## src/rtl/twowire_cond_watch.sv

```systemverilog
module twowire_cond_watch #(
  parameter int unsigned WIN = 4
) (
  input  logic clk,
  input  logic rst_n,
  input  logic scl_i,
  input  logic sda_i,
  input  logic slow_sel_i,
  input  logic irq_ack_i,
  output logic irq_o,
  output logic bus_busy_o,
  output logic start_o,
  output logic stop_o
);
  localparam logic [2:0] WIN_Q   = 3'(WIN);
  localparam logic [2:0] RUN_MAX = 3'd7;

  typedef enum logic {S_IDLE, S_HOLD} st_t;

  logic [1:0] scl_sy, sda_sy;
  logic       scl_now, sda_now;
  logic       phase, tick, sda_q;
  logic [2:0] run, hcnt;
  st_t        st;
  logic       kind;
  logic       edge_ok, hold_ok, done;

  assign scl_now = scl_sy[1];
  assign sda_now = sda_sy[1];
  assign tick    = slow_sel_i ? phase : 1'b1;

  assign edge_ok = (st == S_IDLE) && tick && scl_now && (sda_now != sda_q) && (run >= WIN_Q);
  assign hold_ok = (st == S_HOLD) && tick && scl_now && (sda_now == ~kind);
  assign done    = hold_ok && (hcnt == WIN_Q - 3'd1);

  always_ff @(posedge clk or negedge rst_n) begin
    if (!rst_n) begin
      scl_sy <= 2'b11;
      sda_sy <= 2'b11;
      phase  <= 1'b0;
      sda_q  <= 1'b1;
      run    <= '0;
    end else begin
      scl_sy <= {scl_sy[0], scl_i};
      sda_sy <= {sda_sy[0], sda_i};
      phase  <= ~phase;
      if (tick) begin
        sda_q <= sda_now;
        if (!scl_now)            run <= '0;
        else if (run != RUN_MAX) run <= run + 3'd1;
      end
    end
  end

  always_ff @(posedge clk or negedge rst_n) begin
    if (!rst_n) begin
      st   <= S_IDLE;
      hcnt <= '0;
      kind <= 1'b0;
    end else if (edge_ok) begin
      st   <= S_HOLD;
      hcnt <= '0;
      kind <= ~sda_now;
    end else if (st == S_HOLD && tick) begin
      if (!hold_ok || done) st <= S_IDLE;
      else                  hcnt <= hcnt + 3'd1;
    end
  end

  always_ff @(posedge clk or negedge rst_n) begin
    if (!rst_n) begin
      start_o    <= 1'b0;
      stop_o     <= 1'b0;
      bus_busy_o <= 1'b0;
      irq_o      <= 1'b0;
    end else begin
      start_o <= done & kind;
      stop_o  <= done & ~kind;
      if (done) bus_busy_o <= kind;
      irq_o <= done | (irq_o & ~irq_ack_i);
    end
  end

  p_excl_r1: assert property (@(posedge clk) disable iff (!rst_n) !(start_o && stop_o));
  p_start_once_r1: assert property (@(posedge clk) disable iff (!rst_n) start_o |=> !start_o);
  p_stop_once_r2: assert property (@(posedge clk) disable iff (!rst_n) stop_o |=> !stop_o);
  p_busy_set_r3: assert property (@(posedge clk) disable iff (!rst_n) start_o |-> bus_busy_o);
  p_busy_clr_r3: assert property (@(posedge clk) disable iff (!rst_n) stop_o |-> !bus_busy_o);
  p_busy_hold_r3: assert property (@(posedge clk) disable iff (!rst_n)
    (!start_o && !stop_o) |-> $stable(bus_busy_o));
  p_irq_set_r4: assert property (@(posedge clk) disable iff (!rst_n) (start_o || stop_o) |-> irq_o);
  p_irq_keep_r4: assert property (@(posedge clk) disable iff (!rst_n) (irq_o && !irq_ack_i) |=> irq_o);
  p_irq_drop_r4: assert property (@(posedge clk) disable iff (!rst_n) $fell(irq_o) |-> $past(irq_ack_i));
  p_tick_alt_r7: assert property (@(posedge clk) disable iff (!rst_n)
    (slow_sel_i && tick) |=> (!tick || !slow_sel_i));
endmodule

```

## config.mk

```make
export PLATFORM = sky130hd
export DESIGN_NAME = twowire_cond_watch
export DESIGN_NICKNAME = d
export VERILOG_FILES = /design/src/rtl/twowire_cond_watch.sv
export SDC_FILE = /design/constraint.sdc
export NUM_CORES = 1
export LEC_CHECK = 0
export BUFFER_PORTS_ARGS = -buffer_cell sky130_fd_sc_hd__buf_2
export CAP_MARGIN = 10
export CELL_PAD_IN_SITES_DETAIL_PLACEMENT = 1
export CELL_PAD_IN_SITES_GLOBAL_PLACEMENT = 2
export CORE_MARGIN = 1.5
export CORE_UTILIZATION = 39
export CTS_BUF_LIST = sky130_fd_sc_hd__clkbuf_2
export CTS_CLUSTER_DIAMETER = 200
export CTS_CLUSTER_SIZE = 10
export DETAILED_ROUTE_END_ITERATION = 8
export PLACE_DENSITY = 0.85
export SLEW_MARGIN = 25
export SYNTH_ARGS = -nofsm -noshare
export SYNTH_HDL_FRONTEND = slang
export SYNTH_SLANG_ARGS = --single-unit
```

## constraint.sdc

```tcl
create_clock -name clk -period 1.8 [get_ports clk]
set_input_delay 0.18 -clock clk [delete_from_list [all_inputs] [get_ports clk]]
set_output_delay 0.18 -clock clk [all_outputs]
set_load 0.02 [all_outputs]
```

# Word level (Yosys, flattened, before mapping)
# Index checks and enable logic that the tools add are counted.
word_totals:
  elab_cells: 54
  register_bits: 18
  output_inout_bits: 4
  inputBits: 6
classes:
  bitwise: 9
  n_eq_ne: 6
  n_reduce_logical: 15
  muxes: 9
  order_cmp: 1
  add_sub_neg: 2
op_table:
  columns: ["operator", "count"]
  rows:
  - ["2-to-1 mux 3 bit", 5]
  - ["logical AND 1 bit", 8]
  - ["adder 3 x 1 -> 3 bit (second input constant)", 2]
  - ["AND reduction 2 bit", 3]
  - ["NOT 1 bit", 5]
  - ["2-to-1 mux 1 bit", 4]
  - ["nonzero test 2 bit", 2]
  - ["bitwise AND 1 bit", 3]
  - ["equality test 3 x 2 -> 1 bit (second input constant)", 1]
  - [">= comparator 3 bit (second input constant)", 1]
  - ["inequality test 3 bit (second input constant)", 1]
  - ["inequality test 2 x 1 -> 1 bit (second input constant)", 1]
  - ["inequality test 2 bit (second input constant)", 1]
  - ["equality test 1 bit", 1]
  - ["zero test 1 bit", 1]
  - ["logical OR 1 bit", 1]
  - ["inequality test 1 bit", 1]
  - ["OR 1 bit", 1]

# Depth between registers and ports, before layout
logic_depth:
  word_depth: 9
  mapped_depth: 5
  ltp_nobuf: 5

# Worst setup path after synthesis
# OpenSTA, ideal clock, no wires.
synth_timing:
  path_kind: "flip-flop to flip-flop"
  start: "register hcnt[0]"
  end: "register hcnt[0]"
  arrival_ns: 1.484
  required_time_ns: 1.675
  n_path_buf: 0
  slack_ns: 0.190
  path_stages_with_launch: 6
  cell_sequence: "dfrtp_1 > ha_1 > ha_1 > nor4_4 > nor2b_1 > mux2_4"
synth_via:
  elab_chain_len: 5
synth_rtl:
  columns: ["element", "line", "rtl"]
  rows:
  - ["start, declared", "23", "logic [2:0] run, hcnt;"]
  - ["start signal, assigned", "66", "else hcnt <= hcnt + 3'd1;"]
  - ["parallel branches: the longest is 5 deep, another holds adder 3 x 1 -> 3 bit", null, null]
# Parallel ways; which one is timed is not known. The select of a mux whose other input is x is not followed.
# A chain may end at the register's enable or synchronous reset.

# Worst setup path after layout
# Same ends and word-level chain as after synthesis.

==> impl_metrics.sql <==
INSERT INTO impl_metrics (metric_group, metric, value, unit) VALUES
('status', 'result_of_the_run', 'completed', ''),
('timing', 'clock.fmax', '622', 'MHz'),
('critical_path', 'worst_path_max_delay_cell', 'sky130_fd_sc_hd__dfrtp_1', ''),
('critical_path', 'cp.arrival', '1.82', 'ns'),
('finish', 'post-route-util', '51.0', '%'),
('critical_path', 'crit_family', 'flip-flops', ''),
('critical_path', 'worst_path_most_repeated_cell', 'sky130_fd_sc_hd__ha_1', ''),
('place', 'dp_cells', '97', ''),
('critical_path', 'critPathBufInv', '0', ''),
('grt', 'grt_use_total', '15.2', '%'),
('routing', 'route.final.wire_length', '1380', 'um'),
('place', 'post_detail_place_hpwl', '988', 'um'),
('routing', 'post_route_drc', '0', ''),
('critical_path', 'critical_path.reg2reg.startpoint', 'hcnt[0]', ''),
('floorplan', 'io-pin-count', '10', ''),
('grt', 'gr-total-overflow', '0', ''),
('clock_tree', 'numCtsBuffers', '3', ''),
('clock_tree', 'clockRootBuffer', 'sky130_fd_sc_hd__clkbuf_2', ''),
('floorplan', 'core.rowCount', '15', ''),
('hold_path', 'holdCritStartpoint', 'slow_sel_i', ''),
('timing', 'tightestPinTransition', '0.385', 'ns'),
('floorplan', 'die_y', '47.6', 'um'),
('finish', 'areaGrowthSynthToFinish', '18.7', '%'),
('timing', 'setup-tns-final', '0', 'ns'),
('critical_path', 'critPathCaptureType', 'flip-flop', ''),
('timing', 'setup_slack', '0.193', 'ns'),
('finish', 'layout_commonest_cell', 'sky130_fd_sc_hd__dfrtp_1', ''),
('yosys', 'sequential_area_share_after_synthesis', '59.0', '%'),
('critical_path', 'timing.reg2reg.setup_slack', '0.19', 'ns'),
('clock_tree', 'htree_num_levels', '1', ''),
('floorplan', 'initial_standard_cell_utilization_of_the_core', '43.0', '%'),
('finish', 'antenna-diode-count', '0', ''),
('finish', 'final-instance-count-excl-fill', '105', ''),
('grt', 'number_of_antenna_violations_at_the_first_check_in_global_routing', '0', ''),
('floorplan', 'dieArea', '2260', 'um^2'),
('timing', 'timing.final.crit_share', '89.3', '%'),
('yosys', 'syn_avg_cell_area', '12.5', 'um^2'),
('grt', 'grt_pass1_vias', '517', ''),
('grt', 'grt_first_pass_wirelength', '2300', 'um'),
('place', 'gp_congestion', '0.677', ''),
('pwr', 'power_density', '792', 'nW/um^2'),
('critical_path', 'start_kind', 'flip-flop', ''),
('yosys', 'number_of_distinct_standard_cells_referenced_by_the_synthesized_netlist', '22', ''),
('finish', 'final_nets', '91', ''),
('pwr', 'static-leakage-power', '0.000459', 'uW'),
('finish', 'final_cell_mix', 'sky130_fd_sc_hd__dfrtp_1 (13), sky130_fd_sc_hd__buf_2 (9), sky130_fd_sc_hd__nand2_1 (6), sky130_fd_sc_hd__a22o_1 (6)', ''),
('clock_tree', 'cts_setup_buffers', '0', ''),
('yosys', 'synth_seq_cells', '18', ''),
('routing', 'drt_pass1_iterations', '2', ''),
('routing', 'ratio_of_routed_vias_to_standard_cells', '4.90', ''),
('timing', 'final_max_slew_viol_count', '0', ''),
('critical_path', 'max_stage_delay', '0.43', 'ns'),
('routing', 'num_vias', '515', ''),
('critical_path', 'r2r_end', 'hcnt[0]', ''),
('hold_path', 'hold_depth', '4', ''),
('timing', 'rsz0062_at_grt', 'false', ''),
('critical_path', 'sequence_of_cells_on_the_critical_path', 'ha_1 > ha_1 > nor4_4 > nor2b_1 > mux2_4', ''),
('grt', 'grt_start_max_net_pins', '19', ''),
('critical_path', 'critPathRequiredTime', '2.02', 'ns'),
('timing', 'hold_violation_total_from_the_final_report', '0', ''),
('floorplan', 'floorplan.core_area', '1800', 'um^2'),
('timing', 'setup_viol', '0', ''),
('floorplan', 'die_x', '47.6', 'um'),
('hold_path', 'holdCritPathClass', 'in2reg', ''),
('yosys', 'synthesis.yosys.warnings', '0', ''),
('clock_tree', 'worst_skew_pair.late_latency', '0.30', 'ns'),
('critical_path', 'worstPathMaxFanout', '3', ''),
('timing', 'final_period_minus_worst_setup_slack', '1.61', 'ns'),
('critical_path', 'r2r.worst_path.cells', '5', ''),
('routing', 'drt-initial-drc-count', '2', ''),
('routing', 'drt.antenna.violating_nets', '0', '');
metal layers:
metal | vias to the layer above | track usage (%) | part of all wire (%)
li1 | 253 | - | -
met1 | 251 | 21.0 | 49
met2 | 9 | 22.2 | 47
met3 | 2 | 4.91 | 3.6
met4 | 0 | 6.49 | 0.29
met5 | - | 0 | 0
synthesized netlist by cell type:
library cell	n	area, um^2
sky130_fd_sc_hd__dfrtp_1	13	325
sky130_fd_sc_hd__a22o_1	6	52.6
sky130_fd_sc_hd__nand2_1	6	22.5
sky130_fd_sc_hd__dfstp_2	5	131
sky130_fd_sc_hd__inv_1	5	18.8
sky130_fd_sc_hd__ha_1	4	50.1
sky130_fd_sc_hd__nor2_1	3	11.3
sky130_fd_sc_hd__nor2b_1	3	18.8
sky130_fd_sc_hd__a21oi_1	2	10.0
sky130_fd_sc_hd__nand4_1	2	12.5
sky130_fd_sc_hd__o21ai_0	2	10.0
sky130_fd_sc_hd__a22o_2	1	10.0
sky130_fd_sc_hd__buf_2	1	5.00
sky130_fd_sc_hd__mux2_1	1	11.3
sky130_fd_sc_hd__mux2_2	1	11.3
sky130_fd_sc_hd__mux2_4	1	15.0
sky130_fd_sc_hd__nand2b_1	1	6.26
sky130_fd_sc_hd__nand4b_1	1	8.76
sky130_fd_sc_hd__nor3_1	1	5.00
sky130_fd_sc_hd__nor4_4	1	21.3
sky130_fd_sc_hd__xnor2_1	1	8.76
sky130_fd_sc_hd__xor2_1	1	8.76
cell families (layout without fill, tap and decap cells):
| group | count (synthesis) | in the layout | share of synthesized area (%) |
|---|---|---|---|
| flip-flops | 18 | 18 | 59.0 |
| AND/OR/NAND/NOR | 18 | 18 | 13.7 |
| AO/OA/AOI/OAI | 11 | 11 | 10.7 |
| buffers and inverters | 6 | 24 | 3.07 |
| adder cells (fa/ha/maj) | 4 | 4 | 6.46 |
| multiplexers | 3 | 3 | 4.85 |
| XOR/XNOR | 2 | 2 | 2.26 |
worst max-delay path by stage:
stage	endpoint	cells after the start	slack (ns)
2_1_floorplan	hcnt[0]	5	0.19
3_3_place_gp	hcnt[0]	5	0.24
3_5_place_dp	hcnt[0]	5	0.21
4_1_cts	hcnt[0]	5	0.19
5_1_grt	hcnt[0]	5	0.11
6_report	hcnt[0]	5	0.19
worst reg2reg max path: cells and delay by family (launching register included):
kind / cells / cell delay [ns]
muxes: 1 / 0.27
DFF: 1 / 0.43
and+or+nand+nor: 2 / 0.40
adders and majority gates: 2 / 0.42
flip-flops by register name (all words and copies together), names as in the netlist:
register and count:
hcnt 3, run 3, scl_sy 2, sda_sy 2, bus_busy_o 1, irq_o 1, kind 1, phase 1
sda_q 1, st 1, start_o 1, stop_o 1
repair_timing:
action | CTS | global route
hold buffers | 3 | 1
endpoints found under the hold margin | 15 | 1
resized for setup | 0 | 0
endpoints found under the setup margin | 0 | 0
power breakdown:
part	switching, uW	internal [uW]
combinational	34.2	56.1
clock	130	48.3
sequential	23.5	436
total	187	541
per-stage QoR:
step                hold slack [ns]  cell area (um^2)
CTS                         0.00977               910
finish                        0.198               920
global placement              0.129               861
global route                  0.207               920
floorplan                    -0.116               774
detailed placement            0.129               861
final cells by class:
| type | instances | area (um^2) |
|---|---|---|
| clock buffer | 3 | 15.0 |
| sequential | 18 | 457 |
| inverter | 5 | 18.8 |
| clock inverter | 1 | 3.75 |
| timing repair buffer | 15 | 100 |
| fill | 212 | 882 |
| tap | 25 | 31.3 |
| multi-input combinational | 38 | 294 |
(Power assumes the default switching activity.)
